<file path="src/rtl/brc_pkg.sv">
package brc_pkg;
  localparam logic [15:0] CFG_RESET   = 16'hFFFF;
  localparam logic [7:0]  CMD_SETUP   = 8'h60;
  localparam logic [7:0]  CMD_CONFIRM = 8'h03;
  localparam logic [15:0] ARRAY_KEY   = 16'hC35A;
  localparam int          LAT_W       = 3;
  localparam int          WIN_W       = 4;

  typedef struct packed {
    logic             sync_mode;
    logic [LAT_W-1:0] latency;
    logic             straight;   // increment without wrapping
    logic [WIN_W-1:0] win_mask;   // low address bits that wrap
  } rd_cfg_t;

  function automatic rd_cfg_t decode_cfg(input logic [15:0] r);
    rd_cfg_t d;
    d.sync_mode = ~r[15];
    d.latency   = r[13:11];
    d.straight  = r[3] | (r[2:0] == 3'b111);
    case (r[2:0])
      3'b001:  d.win_mask = 4'h3;
      3'b011:  d.win_mask = 4'hF;
      default: d.win_mask = 4'h7;
    endcase
    return d;
  endfunction

  function automatic logic [15:0] array_word(input logic [15:0] a);
    return a ^ ARRAY_KEY;
  endfunction
endpackage

</file>
<file path="src/rtl/brc_rst_sync.sv">
module brc_rst_sync #(
  parameter int STAGES = 2
) (
  input  logic clk,
  input  logic rst_n,
  output logic srst_n
);
  logic [STAGES-1:0] sync_q;

  always_ff @(posedge clk or negedge rst_n) begin
    if (!rst_n) sync_q <= '0;
    else        sync_q <= {sync_q[STAGES-2:0], 1'b1};
  end

  assign srst_n = sync_q[STAGES-1];
endmodule

</file>
<file path="src/rtl/brc_cfg_reg.sv">
module brc_cfg_reg
  import brc_pkg::*;
(
  input  logic        clk,
  input  logic        srst_n,
  input  logic        ce_n,
  input  logic        we_n,
  input  logic [15:0] cfg_in,
  input  logic [7:0]  cmd,
  output logic [15:0] cfg_q,
  output logic        pend_q
);
  logic        we_q;
  logic        we_rise;
  logic [15:0] cfg_d;
  logic        pend_d;

  assign we_rise = ~ce_n & ~we_q & we_n;

  always_comb begin
    cfg_d  = cfg_q;
    pend_d = pend_q;
    if (we_rise) begin
      if (pend_q && cmd == CMD_CONFIRM) begin
        cfg_d  = cfg_in;
        pend_d = 1'b0;
      end else begin
        pend_d = (cmd == CMD_SETUP);
      end
    end
  end

  always_ff @(posedge clk or negedge srst_n) begin
    if (!srst_n) begin
      we_q   <= 1'b1;
      cfg_q  <= CFG_RESET;
      pend_q <= 1'b0;
    end else begin
      we_q   <= we_n;
      cfg_q  <= cfg_d;
      pend_q <= pend_d;
    end
  end
endmodule

</file>
<file path="src/rtl/brc_burst_gen.sv">
module brc_burst_gen
  import brc_pkg::*;
#(
  parameter int AW = 16
) (
  input  logic             clk,
  input  logic             srst_n,
  input  logic             ce_n,
  input  logic             we_n,
  input  logic             adv_n,
  input  logic [AW-1:0]    addr,
  input  rd_cfg_t          cfg,
  output logic [AW-1:0]    burst_addr,
  output logic [LAT_W-1:0] lat_cnt,
  output logic             burst_valid
);
  logic             armed_q, armed_d;
  logic             active_q, active_d;
  logic [LAT_W-1:0] cnt_d;
  logic [AW-1:0]    addr_d;
  logic [AW-1:0]    win;
  logic [AW-1:0]    step;
  logic             capture;

  assign win     = {{(AW-WIN_W){1'b0}}, cfg.win_mask};
  assign step    = burst_addr + 1'b1;
  assign capture = cfg.sync_mode & ~ce_n & we_n & ~adv_n & ~armed_q;

  always_comb begin
    armed_d  = armed_q;
    active_d = active_q;
    cnt_d    = lat_cnt;
    addr_d   = burst_addr;
    if (ce_n || adv_n) armed_d = 1'b0;
    else if (capture)  armed_d = 1'b1;
    if (ce_n || !cfg.sync_mode) begin
      active_d = 1'b0;
      cnt_d    = '0;
    end else if (capture) begin
      active_d = 1'b1;
      cnt_d    = cfg.latency;
    end else if (active_q && lat_cnt != '0) begin
      cnt_d    = lat_cnt - 1'b1;
    end
    if (capture) begin
      addr_d = addr;
    end else if (active_q && lat_cnt == '0) begin
      if (cfg.straight) addr_d = step;
      else              addr_d = (burst_addr & ~win) | (step & win);
    end
  end

  always_ff @(posedge clk or negedge srst_n) begin
    if (!srst_n) begin
      armed_q    <= 1'b0;
      active_q   <= 1'b0;
      lat_cnt    <= '0;
      burst_addr <= '0;
    end else begin
      armed_q    <= armed_d;
      active_q   <= active_d;
      lat_cnt    <= cnt_d;
      burst_addr <= addr_d;
    end
  end

  assign burst_valid = active_q & (lat_cnt == '0);
endmodule

</file>
<file path="src/rtl/burst_read_ctl.sv">
module burst_read_ctl
  import brc_pkg::*;
#(
  parameter int ADDR_W     = 16,
  parameter int RST_STAGES = 2
) (
  input  logic              clk,
  input  logic              rst_n,
  input  logic              ce_n,
  input  logic              oe_n,
  input  logic              we_n,
  input  logic              adv_n,
  input  logic [ADDR_W-1:0] addr,
  input  logic [15:0]       dq_in,
  output logic [15:0]       dq_out,
  output logic              dq_oe
);
  logic             srst_n;
  logic [15:0]      cfg_q;
  logic             cmd_pend;
  rd_cfg_t          cfg_dec;
  logic [ADDR_W-1:0] burst_addr;
  logic [LAT_W-1:0] lat_cnt;
  logic             burst_valid;
  logic [15:0]      rd_addr;

  brc_rst_sync #(.STAGES(RST_STAGES)) u_rst (
    .clk(clk), .rst_n(rst_n), .srst_n(srst_n)
  );

  brc_cfg_reg u_cfg (
    .clk(clk), .srst_n(srst_n), .ce_n(ce_n), .we_n(we_n),
    .cfg_in(addr[15:0]), .cmd(dq_in[7:0]),
    .cfg_q(cfg_q), .pend_q(cmd_pend)
  );

  assign cfg_dec = decode_cfg(cfg_q);

  brc_burst_gen #(.AW(ADDR_W)) u_gen (
    .clk(clk), .srst_n(srst_n), .ce_n(ce_n), .we_n(we_n), .adv_n(adv_n),
    .addr(addr), .cfg(cfg_dec), .burst_addr(burst_addr),
    .lat_cnt(lat_cnt), .burst_valid(burst_valid)
  );

  assign rd_addr = cfg_dec.sync_mode ? burst_addr[15:0] : addr[15:0];
  assign dq_out  = array_word(rd_addr);
  assign dq_oe   = ~ce_n & ~oe_n & (cfg_dec.sync_mode ? burst_valid : 1'b1);
endmodule

</file>
<file path="config.mk">
export PLATFORM = sky130hd
export DESIGN_NAME = burst_read_ctl
export DESIGN_NICKNAME = d
export VERILOG_FILES = /design/src/rtl/brc_pkg.sv /design/src/rtl/brc_rst_sync.sv /design/src/rtl/brc_cfg_reg.sv /design/src/rtl/brc_burst_gen.sv /design/src/rtl/burst_read_ctl.sv
export SDC_FILE = /design/constraint.sdc
export NUM_CORES = 1
export LEC_CHECK = 0
export BUFFER_PORTS_ARGS = -buffer_cell sky130_fd_sc_hd__buf_2
export CAP_MARGIN = 25
export CORE_ASPECT_RATIO = 2
export CORE_UTILIZATION = 34
export CTS_CLUSTER_SIZE = 12
export DETAILED_ROUTE_END_ITERATION = 10
export GPL_ROUTABILITY_DRIVEN = 0
export PLACE_DENSITY = 0.58
export RECOVER_POWER = 50
export SLEW_MARGIN = 20
export SYNTH_ARGS = -nofsm -noshare
export SYNTH_HDL_FRONTEND = slang
export SYNTH_SLANG_ARGS = --single-unit
</file>
<file path="constraint.sdc">
create_clock -name clk -period 1.9 [get_ports clk]
set_input_delay 0.19 -clock clk [delete_from_list [all_inputs] [get_ports clk]]
set_output_delay 0.19 -clock clk [all_outputs]
set_load 0.02 [all_outputs]
</file>
==> flow_metrics.py, run 1 <==
metrics = {
    "run_status": {
        "status": "complete, no violations",
    },
    "finish": {
        "layout.nets": 280,
        "drive_gt1_share_pct": 40.8,
        "areaGrowthSynthToFinish_pct": 28.4,
        "final_core_util_pct": 45.4,
        "antennaDiodeCount": 0,
    },
    "placed_design": {
        "dp_slack_ns": -0.0355,
        "hpwl_mm": 3.00,
        "port_buffers": 46,
    },
    "timing": {
        "rsz0062_at_grt": "yes",
        "setup_violations": 0,
        "fin_crit_ns": 1.78,
        "period_share_pct": 93.6,
        "slew_headroom_pct": 48.0,
        "worst_pin_slew_ns": 0.779,
        "fmax_mhz": 562,
        "report.final.slew_viol_count": 0,
        "timing.final.ws_setup_ns": 0.122,
        "tns_ns": 0,
        "finClkSkew_ns": 0.00498,
        "timing.hold.ws_ns": 0.00623,
        "finalHoldViolations": 0,
    },
    "worst_setup_path": {
        "crit_fanout": 5,
        "cp-start-kind": "flip-flop",
        "r2r-end": "u_gen.burst_addr[15]",
        "end_kind": "flip-flop",
        "regToRegSetupSlack_ns": 0.12,
        "path_class": "reg -> reg",
        "critical_path_required_ns": 2.11,
        "worstSetupEndpoint": "u_gen.burst_addr[15]",
        "crit_start": "u_gen.lat_cnt[1]",
        "reg2reg_from": "u_gen.lat_cnt[1]",
        "cp_data_arrival_time_ns": 1.98,
        "r2r_cells": 9,
    },
    "power": {
        "p_per_area_nw_per_um2": 870,
        "ir_worst_vdd_mv": 0.634,
        "power.internal_mw": 1.33,
        "p_leak_nw": 0.994,
        "pwr-share-seq_pct": 45.3,
        "p_clk_share_pct": 25.0,
        "p_sw_uw": 704,
        "comb_power_share_pct": 29.7,
        "netSwitchingFraction_pct": 34.7,
    },
    "clocking": {
        "clk_path_buf_depth": 2,
        "clk_pin_slew_ns": 0.07,
        "htree_levels": 2,
        "numCtsBuffers": 5,
        "clock-sinks": 33,
        "cts_root_buf": "clkbuf_8",
        "clk_latency_ns": 0.28,
        "cts_tree": "yes",
    },
    "synth": {
        "synth_common_cells": "dfrtp_1 (24), nor2_1 (24), a21oi_1 (20)",
        "ys_seq_elements": 33,
        "netlist_area_um2": 1820,
        "ys_warn_count": 0,
        "ys_top_cells_by_area": "dfrtp_1 (33%), dfstp_2 (13%), mux2_2 (9.9%), a21oi_1 (5.5%), mux2i_1 (5.0%)",
        "yosysTopAreaCell": "dfrtp_1",
        "synth_area_per_cell_um2": 10.2,
        "synth-main-ff-cell": "dfrtp_1",
        "synth_edf_count": 0,
        "synth-seq-area-share_pct": 46.0,
        "syn_nets": 220,
        "synth_cells": 179,
        "ys_types": 29,
        "synth_top_area_share_pct": 33.0,
        "synthArstFlopShare_pct": 100,
    },
    "flow_run": {
        "max_cap_viol_count": 0,
    },
    "floorplanning": {
        "core_um2": 5140,
        "ioPinCount": 55,
        "fp.dieW_um": 53.7,
        "dieArea_um2": 5660,
        "die_h_um": 105,
        "start_util_pct": 35.4,
        "rows": 37,
    },
    "grt": {
        "grt_pass1_wl_mm": 6.86,
        "grt.overflow.total": 0,
        "use_met2_pct": 30.5,
        "gr-usage-met1_pct": 17.0,
        "grt_use_met3_pct": 2.74,
        "antenna_found_initial": 0,
        "top_usage_layer": "met2",
        "track_usage_pct": 16.6,
        "grt_max_degree": 32,
        "first_global_vias": 1562,
    },
    "routing": {
        "drtIter0Drc": 27,
        "drt-wirelength-per-cell_um": 13.7,
        "drc": 0,
        "vias_per_cell": 5.12,
        "wirelength_mm": 4.07,
        "via_count": 1526,
        "drtAntennaViolNets": 0,
        "first_pass_iters": 4,
    },
    "min_path": {
        "min-delay-start": "we_n",
        "hp-class": "in -> reg",
    },
}
[state kept, by name, summed over array words and instances, names as in the netlist, named ones only]
signal,flops
u_cfg.we_q,1
u_gen.active_q,1
u_rst.sync_q,2
u_gen.burst_addr,14
u_gen.armed_q,1
u_cfg.cfg_q,8
u_gen.lat_cnt,3
u_cfg.pend_q,1
[area by class of cell]
type / instances / area (um2)
flip-flops and latches: 33 / 837
multi-input cells: 134 / 981
clock buffers: 6 / 72.6
clock inverters: 2 / 10.0
repair buffers: 60 / 342
well taps: 58 / 72.6
inverters: 5 / 18.8
fillers: 519 / 2810
[timing repair]
item	4_1_cts	5_1_grt
pin swaps	2	3
hold endpoints to repair	2	0
resized for setup	3	9
setup buffers	0	1
hold buffers	1	0
setup endpoints to repair	8	13
[worst max-delay path, cell delays in order, from the launching register on]
cell	delay [ns]
dfrtp_1	0.39
inv_2	0.07
ha_4	0.13
ha_4	0.14
nand4_4	0.14
nor4_4	0.26
buf_4	0.18
nand3_1	0.10
xor2_1	0.15
a21oi_1	0.13
[power groups by stage]
stage,registers (mW),clock network (mW),logic (mW)
after floorplan,0.909,0,0.398
after global placement,0.930,0,0.577
after detailed placement,0.932,0,0.584
final,0.919,0.508,0.604
after global routing,0.936,0.561,0.666
after CTS,0.920,0.529,0.593
[worst min path at each step]
stage | end | slack (ns) | cells after the start
CTS | u_cfg.we_q | 0.009 | 1
floorplan | u_rst.sync_q[0] | -0.11 | 0
finish | u_cfg.we_q | 0.006 | 1
global route | u_cfg.we_q | -0.0007 | 1
global placement | u_rst.sync_q[1] | -0.02 | 1
detailed placement | u_rst.sync_q[1] | -0.02 | 1
[per-stage QoR]
| step | instance area [um2] | power (mW) | instances |
|---|---|---|---|
| after global routing | 2330 | 2.16 | 298 |
| final | 2330 | 2.03 | 298 |
| after floorplan | 1820 | 1.31 | 179 |
| after detailed placement | 2200 | 1.52 | 288 |
| after CTS | 2290 | 2.04 | 297 |
| after global placement | 2200 | 1.51 | 288 |
[cell families after synthesis]
family          after synthesis  share of synthesized area (%)
mux                          25                           14.9
xor+xnor                     16                           7.71
other cells                   1                          0.206
fa+ha+maj                     3                           2.06
buf+inv                      12                           2.48
flops                        33                           46.0
compound gates               26                           7.98
simple gates                 63                           18.7
[placed cells by master, fill, tap and decap left out, types with 3 or more instances in the layout]
cell type / n
inv_1: 3
nand2_1: 12
nand4_1: 4
mux2_2: 16
nand3_1: 6
xor2_1: 10
dfstp_2: 9
clkbuf_1: 4
a21oi_1: 20
dfrtp_1: 24
clkbuf_8: 5
mux2i_1: 9
xnor2_1: 6
nor3_1: 5
buf_2: 44
buf_4: 10
nor2_1: 24
and4_1: 4
[per-layer routing]
metal / share of wire [%] / vias to the layer above
li1: - / 752
met1: 37 / 747
met2: 59 / 22
met3: 3.0 / 5
met4: 1.4 / 0
met5: 0 / -
(Power assumes the default switching activity.)
==> run 2, diff against run 1 <==
Settings changed: CELL_PAD_IN_SITES_DETAIL_PLACEMENT from default to 1, CELL_PAD_IN_SITES_GLOBAL_PLACEMENT from default to 1, PLACE_DENSITY 0.58 to 0.72.
==> flow_metrics.py, run 2 (same netlist as run 1, synthesis figures left out) <==
metrics = {
    "clocking": {
        "cts_tree": "yes",
        "clock-sinks": 33,
        "numCtsBuffers": 5,
        "clk_latency_ns": 0.29,
        "clk_path_buf_depth": 2,
        "cts_root_buf": "clkbuf_8",
        "htree_levels": 2,
        "clk_pin_slew_ns": 0.07,
    },
    "finish": {
        "layout.nets": 280,
        "largestRegisters": "u_gen.burst_addr (14), u_cfg.cfg_q (8), u_gen.lat_cnt (3)",
        "largest-register": "u_gen.burst_addr",
        "areaGrowthSynthToFinish_pct": 28.9,
        "multi_input_area_um2": 972,
        "final_cell_mix": "buf_2 (44), nor2_1 (24), dfrtp_1 (24), a21oi_1 (20), mux2_2 (16)",
        "drive_gt1_share_pct": 41.3,
        "layout.cells.most_common": "buf_2",
        "regArea_um2": 837,
        "antennaDiodeCount": 0,
        "n_fill_cell": 586,
        "largest_register_ffs": 14,
        "fin_cells": 298,
    },
    "timing": {
        "finalHoldViolations": 0,
        "worst_pin_slew_ns": 0.794,
        "timing.hold.ws_ns": 0.00261,
        "fmax_mhz": 553,
        "finClkSkew_ns": 0.00587,
        "slew_headroom_pct": 47.1,
        "setup_violations": 0,
        "fin_crit_ns": 1.81,
        "tns_ns": 0,
        "period_share_pct": 95.2,
        "report.final.slew_viol_count": 0,
    },
    "routing": {
        "drtIter0Drc": 11,
        "vias_per_cell": 5.12,
        "drtAntennaViolNets": 0,
        "via_count": 1525,
        "drc": 0,
        "first_pass_iters": 3,
        "drt-wirelength-per-cell_um": 14.9,
        "wirelength_mm": 4.44,
    },
    "worst_setup_path": {
        "slowest_delay_ns": 0.39,
        "r2r-end": "u_gen.burst_addr[13]",
        "path_cells": "inv_2, ha_4, ha_4, nand4_4, nor4_4, buf_4, nand4_1, xor2_1, a21oi_1",
        "cpMaxStageDelayCell": "dfrtp_1",
        "worstSetupEndpoint": "u_gen.burst_addr[13]",
        "cpMostUsedCell": "ha_4",
        "cp.depth": 9,
        "crit_fanout": 5,
        "reg2reg_from": "u_gen.lat_cnt[1]",
        "cp-start-kind": "flip-flop",
        "critical_path_required_ns": 2.12,
        "path_class": "reg -> reg",
        "end_kind": "flip-flop",
        "crit_family": "simple AND/OR/NAND/NOR gates",
        "crit_buf_inv": 2,
        "regToRegSetupSlack_ns": 0.09,
        "crit_start": "u_gen.lat_cnt[1]",
        "cp_data_arrival_time_ns": 2.03,
        "r2r_cells": 9,
    },
    "power": {
        "p_per_area_nw_per_um2": 907,
        "ir_worst_vdd_mv": 0.591,
        "p_leak_nw": 0.986,
        "p_total_mw": 2.13,
    },
    "floorplanning": {
        "rows": 37,
        "fp.dieW_um": 53.7,
        "ioPinCount": 55,
        "dieArea_um2": 5660,
        "die_h_um": 105,
        "start_util_pct": 35.4,
        "core_um2": 5140,
    },
    "grt": {
        "grt.overflow.total": 0,
        "first_global_vias": 1634,
        "grt_max_degree": 32,
        "track_usage_pct": 18.2,
        "grt_pass1_wl_mm": 7.40,
        "antenna_found_initial": 0,
    },
    "placed_design": {
        "hpwl_mm": 3.42,
        "dp.cells": 288,
        "port_buffers": 46,
    },
    "flow_run": {
        "max_cap_viol_count": 0,
    },
    "run_status": {
        "status": "complete, no violations",
    },
    "min_path": {
        "hp-class": "in -> reg",
        "min-delay-start": "we_n",
    },
}
run 2: what timing repair did:
| action | CTS | global route |
|---|---|---|
| pin swaps | 1 | 4 |
| hold endpoints to repair | 2 | 0 |
| resized for setup | 2 | 9 |
| gates cloned | 0 | 0 |
| endpoints found under the setup margin | 7 | 12 |
| buffers inserted | 0 | 1 |
| hold buffers | 1 | 0 |
run 2: layer usage:
| layer | vias to the layer above | GRT usage, % | routed length (um) |
|---|---|---|---|
| li1 | 749 | - | - |
| met1 | 743 | 19.4 | 1660 |
| met2 | 25 | 31.5 | 2550 |
| met3 | 8 | 3.61 | 105 |
| met4 | 0 | 9.21 | 120 |
| met5 | - | 0 | 0 |
run 2: how the worst min path moves through the flow:
stage | to | cells after the start
floorplan | u_rst.sync_q[0] | 0
global placement | u_rst.sync_q[1] | 1
detailed placement | u_rst.sync_q[1] | 1
CTS | u_cfg.we_q | 1
global route | u_cfg.we_q | 1
finish | u_cfg.we_q | 1
run 2: layout make-up:
cell class,instances,share of cell area [%]
inverter,5,0.801
multi-input combinational,134,41.5
timing repair buffer,60,14.6
clock inverter,1,0.214
clock buffer,7,4.11
tap,58,3.10
sequential,33,35.7
run 2: report_power, final:
group	internal (mW)	leakage (nW)	switching (mW)
clock	0.327	0.0542	0.263
sequential	0.799	0.370	0.119
combinational	0.277	0.562	0.340
total	1.40	0.986	0.722
run 2: stage by stage:
stage / worst slack (ns) / area, um2 / util [%]
2_1_floorplan: 0.0790 / 1820 / -
3_3_place_gp: -0.0112 / 2200 / 42.8
3_5_place_dp: -0.0314 / 2200 / 42.8
4_1_cts: 0.00827 / 2310 / 45.0
5_1_grt: -0.00428 / 2340 / 45.6
6_report: 0.0915 / 2340 / 45.6
